`config.mk`:
```
export PLATFORM = sky130hd
export DESIGN_NAME = quiz_arbiter
export DESIGN_NICKNAME = d
export VERILOG_FILES = /design/src/rtl/quiz_pkg.sv /design/src/rtl/btn_sync.sv /design/src/rtl/lock_arbiter.sv /design/src/rtl/seg_display.sv /design/src/rtl/quiz_arbiter.sv
export SDC_FILE = /design/constraint.sdc
export NUM_CORES = 1
export LEC_CHECK = 0
export ABC_CLOCK_PERIOD_IN_PS = 2450
export BUFFER_PORTS_ARGS = -buffer_cell sky130_fd_sc_hd__buf_2
export CORE_MARGIN = 2
export CORE_UTILIZATION = 45
export CTS_CLUSTER_DIAMETER = 200
export DETAILED_ROUTE_END_ITERATION = 16
export HOLD_SLACK_MARGIN = 0.03
export PLACE_DENSITY = 0.73
export SKIP_CTS_REPAIR_TIMING = 1
export SLEW_MARGIN = 20
export SYNTH_ARGS = -nofsm -noshare
export SYNTH_HDL_FRONTEND = slang
export SYNTH_HIERARCHICAL = 1
export SYNTH_SLANG_ARGS = --single-unit
```
`constraint.sdc`:
```
create_clock -name clk -period 2.45 [get_ports clk]
set_clock_uncertainty 0.15 [all_clocks]
set_input_delay 0.3675 -clock clk [delete_from_list [all_inputs] [get_ports clk]]
set_output_delay 0.3675 -clock clk [all_outputs]
set_load 0.05 [all_outputs]
```
`src/rtl/quiz_pkg.sv`:
```
package quiz_pkg;

  typedef logic [6:0] seg_t;

  localparam seg_t SEG_BLANK = 7'h7F;

  // Active-low segment pattern for a decimal digit, bit 6 = g ... bit 0 = a.
  function automatic seg_t digit_segs(input int unsigned d);
    seg_t s;
    case (d)
      0:       s = 7'h40;
      1:       s = 7'h79;
      2:       s = 7'h24;
      3:       s = 7'h30;
      4:       s = 7'h19;
      5:       s = 7'h12;
      6:       s = 7'h02;
      7:       s = 7'h78;
      8:       s = 7'h00;
      9:       s = 7'h10;
      default: s = SEG_BLANK;
    endcase
    return s;
  endfunction

endpackage

```
`src/rtl/btn_sync.sv`:
```
module btn_sync #(
  parameter int unsigned WIDTH  = 4,
  parameter int unsigned STAGES = 2
) (
  input  logic             clk,
  input  logic             clr,
  input  logic [WIDTH-1:0] raw,
  output logic [WIDTH-1:0] synced
);

  localparam int unsigned LAST = STAGES - 1;

  for (genvar g = 0; g < WIDTH; g++) begin : g_bit
    logic [STAGES-1:0] chain_q;

    always_ff @(posedge clk) begin
      if (clr) chain_q <= '0;
      else     chain_q <= {chain_q[STAGES-2:0], raw[g]};
    end

    assign synced[g] = chain_q[LAST];
  end

endmodule

```
`src/rtl/lock_arbiter.sv`:
```
module lock_arbiter #(
  parameter int unsigned WIDTH = 4
) (
  input  logic             clk,
  input  logic             host_n,
  input  logic [WIDTH-1:0] req,
  output logic [WIDTH-1:0] win,
  output logic             locked
);

  localparam int unsigned CW = $clog2(WIDTH + 1);

  function automatic logic [CW-1:0] count_set(input logic [WIDTH-1:0] v);
    logic [CW-1:0] n;
    n = '0;
    for (int i = 0; i < WIDTH; i++) n = n + CW'(v[i]);
    return n;
  endfunction

  logic [WIDTH-1:0] win_q;
  logic             lock_q;
  logic [CW-1:0]    req_count;
  logic             single_req;
  logic             grant_take;

  assign req_count  = count_set(req);
  assign single_req = (req_count == CW'(1));
  assign grant_take = !lock_q && single_req;

  always_ff @(posedge clk) begin
    if (!host_n) begin
      win_q  <= '0;
      lock_q <= 1'b0;
    end else if (grant_take) begin
      win_q  <= req;
      lock_q <= 1'b1;
    end
  end

  assign win    = win_q;
  assign locked = lock_q;


  single_grant_chk: assert property (@(posedge clk) disable iff (!host_n)
    (!lock_q && $onehot(req)) |=> (win_q == $past(req)));


  multi_press_chk: assert property (@(posedge clk) disable iff (!host_n)
    (!lock_q && ($countones(req) > 1)) |=> !lock_q);


  win_onehot0_chk: assert property (@(posedge clk) disable iff (!host_n)
    $onehot0(win_q));

endmodule

```
`src/rtl/seg_display.sv`:
```
module seg_display
  import quiz_pkg::*;
#(
  parameter int unsigned WIDTH = 4
) (
  input  logic             host_n,
  input  logic [WIDTH-1:0] win,
  output seg_t             seg_n
);

  function automatic int unsigned player_number(input logic [WIDTH-1:0] v);
    int unsigned n;
    n = 0;
    for (int i = 0; i < WIDTH; i++) if (v[i]) n = i + 1;
    return n;
  endfunction

  always_comb begin
    if (!host_n)        seg_n = digit_segs(0);
    else if (win == '0) seg_n = SEG_BLANK;
    else                seg_n = digit_segs(player_number(win));
  end

endmodule

```
`src/rtl/quiz_arbiter.sv`:
```
module quiz_arbiter #(
  parameter int unsigned N_PLAYERS   = 4,
  parameter int unsigned SYNC_STAGES = 2
) (
  input  logic                 clk,
  input  logic                 host_n,
  input  logic [N_PLAYERS-1:0] btn,
  output logic [N_PLAYERS-1:0] win,
  output logic [N_PLAYERS-1:0] led,
  output logic [6:0]           seg_n
);

  logic [N_PLAYERS-1:0] btn_s;
  logic                 round_locked;

  btn_sync #(.WIDTH(N_PLAYERS), .STAGES(SYNC_STAGES)) u_sync (
    .clk    (clk),
    .clr    (!host_n),
    .raw    (btn),
    .synced (btn_s)
  );

  lock_arbiter #(.WIDTH(N_PLAYERS)) u_arb (
    .clk    (clk),
    .host_n (host_n),
    .req    (btn_s),
    .win    (win),
    .locked (round_locked)
  );

  seg_display #(.WIDTH(N_PLAYERS)) u_seg (
    .host_n (host_n),
    .win    (win),
    .seg_n  (seg_n)
  );

  assign led = win;


  hold_winner_chk: assert property (@(posedge clk) disable iff (!host_n)
    round_locked |=> $stable(win));


  blank_display_chk: assert property (@(posedge clk) disable iff (!host_n)
    (win == '0) == (seg_n == 7'h7F));

endmodule

```
; ---- Word-level counts from Yosys, hierarchy flattened
; Memory sizes are Yosys's and may differ from the RTL's.
; Cells that the tools add are included.
[op_classes]
add_sub_neg = 3
n_eq_ne = 1
muxes = 9
reduce_logical = 4
[ops]
columns = cell, count
row1 = $mux 32, 2
row2 = $logic_not 28->1, 1
row3 = $mux 7, 3
row4 = $add 3x1->3, 2
row5 = $logic_not 4->1, 1
row6 = $mux 2, 2
row7 = $eq 3x1->1 const B, 1
row8 = $mux 3, 1
row9 = $add 1x1->2, 1
row10 = $logic_and 1x1->1, 1
row11 = $logic_not 1->1, 1
row12 = $mux 1, 1
[totals]
regBits = 13
romBits = 112
out_inout_bits = 15
elab_cells = 24
mem_count = 1
[mem_list]
columns = memory, depth, width, read_ports, rd_ports_with_merged_regs, wr, line_no
row1 = (no name shown), 16, 7, 1, 0, 0, quiz_pkg.sv:10  ; case (d)

; ---- Depth between registers and ports, before layout
[depth]
word_depth = 10
depth_mapped = 8
depth_no_buf = 7

; ---- Modules after synthesis
; The synthesis kept the hierarchy.
[by_module_without_submodules]
columns = mod, n_inst, cells_per_inst, area_each_um2, seq_area_each_um2
row1 = lock_arbiter, 1, 28, 269.0, 100.1
row2 = btn_sync, 1, 20, 240.2, 160.2
row3 = seg_display, 1, 28, 212.7, 0.0
row4 = quiz_arbiter, 1, 5, 33.8, 0.0

; ---- Worst setup path before layout
; No wires, ideal clock.
[synth_timing]
path_type = reg2out
startpoint = register u_arb.win_q[3], in the netlist u_arb/win[3]
endpoint = output seg_n[4]
arrival_time_ns = 2.187
path_slack_ns = -0.254
stages_incl_launch_ff = 4
path_buffers = 1
cell_sequence = dfxtp_1 -> buf_2 -> nor2_1 -> a21boi_0
[synth_via]
elab_chain_cells = 7
[synth_rtl]
columns = item, line_no
row1 = "start, declared", lock_arbiter.sv:20  ; logic [WIDTH-1:0] win_q;
row2 = "start signal, assigned", lock_arbiter.sv:35  ; win_q <= req;
row3 = $mux 3, seg_display.sv:14  ; for (int i = 0; i < WIDTH; i++) if (v[i]) n = i + 1;
row4 = $mux 32, seg_display.sv:20  ; else if (win == '0) seg_n = SEG_BLANK;
row5 = $mux 32, seg_display.sv:19  ; if (!host_n) seg_n = digit_segs(0);
row6 = $mem_v2 16x7, --
row7 = $mux 7, quiz_pkg.sv:10
row8 = $mux 7 *, seg_display.sv:20
row9 = $mux 7 *, seg_display.sv:19
row10 = "end, declared", quiz_arbiter.sv:10  ; output logic [6:0] seg_n
; Every way passes the cells marked *; elsewhere a longest branch is shown, timed or not. The select of a mux whose other input is x is not followed.

; ---- Worst setup path after layout
[layout_timing]
startpoint = register u_arb.win_q[1], in the netlist u_arb/win[1]
endpoint = output seg_n[0]
[layout_via]
elab_chain_cells = 9
[layout_rtl]
columns = item, line_no
row1 = $mux 2 (2 in series), seg_display.sv:14
row2 = $mux 3, seg_display.sv:14
row3 = $mux 32, seg_display.sv:20
row4 = $mux 32, seg_display.sv:19
row5 = $mem_v2 16x7, --
row6 = $mux 7, quiz_pkg.sv:10
row7 = $mux 7 *, seg_display.sv:20
row8 = $mux 7 *, seg_display.sv:19
; Marked as above.

==> summary.txt <==
Logic synthesis
  • Post-synthesis async set-or-reset flop share: 0%
  • List of most frequent post-synthesis cells: dfxtp_1, buf_4, inv_1, nand2_1, nor2b_1
  • Yosys synthesis warning count: 6
  • Synth Flop Type: dfxtp_1
  • Top-count cell post-synth: dfxtp_1
  • Largest cells by area after synthesis: dfxtp_1, ha_1, buf_4
  • Yosys cell types: 24
  • Post-Syn Nets: 95
  • Syn avg cell area: 9.330 sq um
  • Synth area leader: dfxtp_1
  • Cells after Synth: 81
  • Post-synth design cell area: 755.7 sq um
  • Sequential-to-total area share from yosys stat: 34.44%
  • Synth top area share: 34.44%
  • #FFs+latches synth: 13
  • EDFF count, synth: 0

Min path
  • Hold Path Class: in2reg

Final layout
  • Final instance area: 855.8 sq um
  • Fillers: 147
  • Fraction of layout cells with a size suffix above 1: 35.42%
  • Synthesis-to-finish area growth: 13.25%
  • Final core occ: 55.52%
  • Fin nets: 111
  • N_diodes: 0

Worst setup path
  • CP endpoint kind: primary output
  • Critical path launch point type: register
  • CP Class: reg2out
  • Critical Path AT: 1850 ps
  • Worst EP required: 1930 ps
  • Max FO, Critical Path: 9

Pwr
  • Pwr dens: 575.9 nW/um^2
  • Leak: 0.4209 nW
  • Total power: 0.4929 mW
  • VDD IR max: 0.0004183 V

Detailed routing
  • # DRC: 0
  • Detailed-route via count: 541
  • Final WL: 1191 um
  • Routed len/inst: 10.63 um
  • Post-DRT Antenna Nets: 0
  • Vias per inst: 4.830
  • Initial DRC count: 3
  • 1st-pass router iterations: 3

Place
  • Cell Area, Placed: 820.8 sq um
  • DP Wirelength: 860.8 um
  • RePlAce Congestion: 0.6539
  • I/O Buffers: 20

Floorplan
  • Core area: 1541 sq um
  • Die Y: 44.98 um
  • Initial core utilization: 49.03%
  • Die W: 44.98 um
  • Row count: 14
  • Die area: 2023 sq um
  • I/O pin count: 21

Clocking
  • Root buffer cell: clkbuf_4
  • Clock slew at reported path FFs: 80 ps
  • Clock buffer count from CTS: 3
  • H-tree depth: 1
  • CTS Sinks: 13
  • CTS max path bufs: 2
  • CTS tree: done
  • Clock Latency Late Sink: 270 ps

Timing
  • Slew margin rel.: 70.18%
  • Final number of hold-violating endpoints: 0
  • Final cycle utilization of the critical path: 96.48%
  • Pins Over Slew Limit: 0
  • Post-layout min period: 2364 ps
  • Slew of the pin with the lowest slew margin: 445.4 ps
  • Final Setup Violations: 0
  • Max Freq: 423.1 MHz

Job
  • Max_cap viols: 0

GRT
  • Vias in the first global route: 441
  • Largest net degree at the start of global routing: 17
  • Grt total ovfl: 0
  • Total GRT Usage: 13.20%
  • First-pass GRT wire length: 1876 um
  • Antenna violations before repair: 0

Run status
  • Status: complete, no violations
metal layers:
metal / global-route usage, % / vias to the layer above / part of all wire [%]
li1: - / 285 / -
met1: 15.50 / 236 / 46
met2: 20.00 / 18 / 45
met3: 7.200 / 2 / 7.5
met4: 5.294 / 0 / 0.67
met5: 0 / - / 0
final cells by class:
type | instances | area, sq um | share of cell area [%]
multi-input combinational | 50 | 405.4 | 47.37
sequential | 13 | 265.3 | 30.99
timing repair buffer | 21 | 107.6 | 12.57
inverter | 8 | 30.03 | 3.509
clock buffer | 3 | 22.52 | 2.632
tap | 16 | 20.02 | 2.339
clock inverter | 1 | 5.005 | 0.5848
registers in the layout, indices dropped and copies added, names as in the netlist:
register	cells
u_arb/locked	1
u_arb/win	4
u_sync/g_bit.chain_q	8
worst max-delay path, stage by stage (launching register included):
cell and delay [ps]:
dfxtp_4 390, and2b_2 240, o21ba_2 220, ha_1 190, o311a_1 330, buf_2 210
stage by stage:
step,std cells,setup TNS (ps),setup slack [ps],hold slack [ps]
final,112,0,86.27,153.1
after floorplan,81,0,45.87,263.8
after global placement,108,0,165.7,269.3
after detailed placement,108,0,120.7,270.4
after global routing,112,-10.27,-10.27,138.5
after CTS,112,-47.53,-26.73,145.9
power breakdown:
group	leakage, nW	internal (mW)	total (mW)	switching [mW]
clock	0.0177	0.0605	0.127	0.0669
sequential	0.108	0.221	0.230	0.00844
combinational	0.295	0.0458	0.136	0.0899
logic make-up after synthesis:
group	after synthesis	share of synthesized area (%)
flip-flops	13	34.44
AND/OR/NAND/NOR	29	22.52
buffers and inverters	18	13.08
AO/OA/AOI/OAI	9	10.43
multiplexers	4	5.298
adder cells (fa/ha/maj)	8	14.24
worst paths after layout:
| kind | depth (start not counted) | end | slack (ps) | start |
|---|---|---|---|---|
| max | 5 | seg_n[0] | 90 | u_arb/win[1] |
| min | 2 | u_sync/g_bit[0].chain_q[0] | 150 | btn[0] |
| max reg2reg | 7 | u_arb/win[2] | 120 | u_sync/g_bit[0].chain_q[1] |
| min reg2reg | 1 | u_sync/g_bit[2].chain_q[1] | 290 | u_sync/g_bit[2].chain_q[0] |
cell usage in the layout (no fill, tap or decap), types with 3 or more instances in the layout:
cell	Yosys	routed
o311a_1	3	3
mux2i_1	4	4
nand2b_1	4	4
dfxtp_1	13	11
nand2_1	8	8
nor2_1	4	4
nor2b_1	8	8
inv_1	8	8
buf_2	1	20
ha_1	7	7
clkbuf_4	0	3
Power figures use the tool's default switching activity.
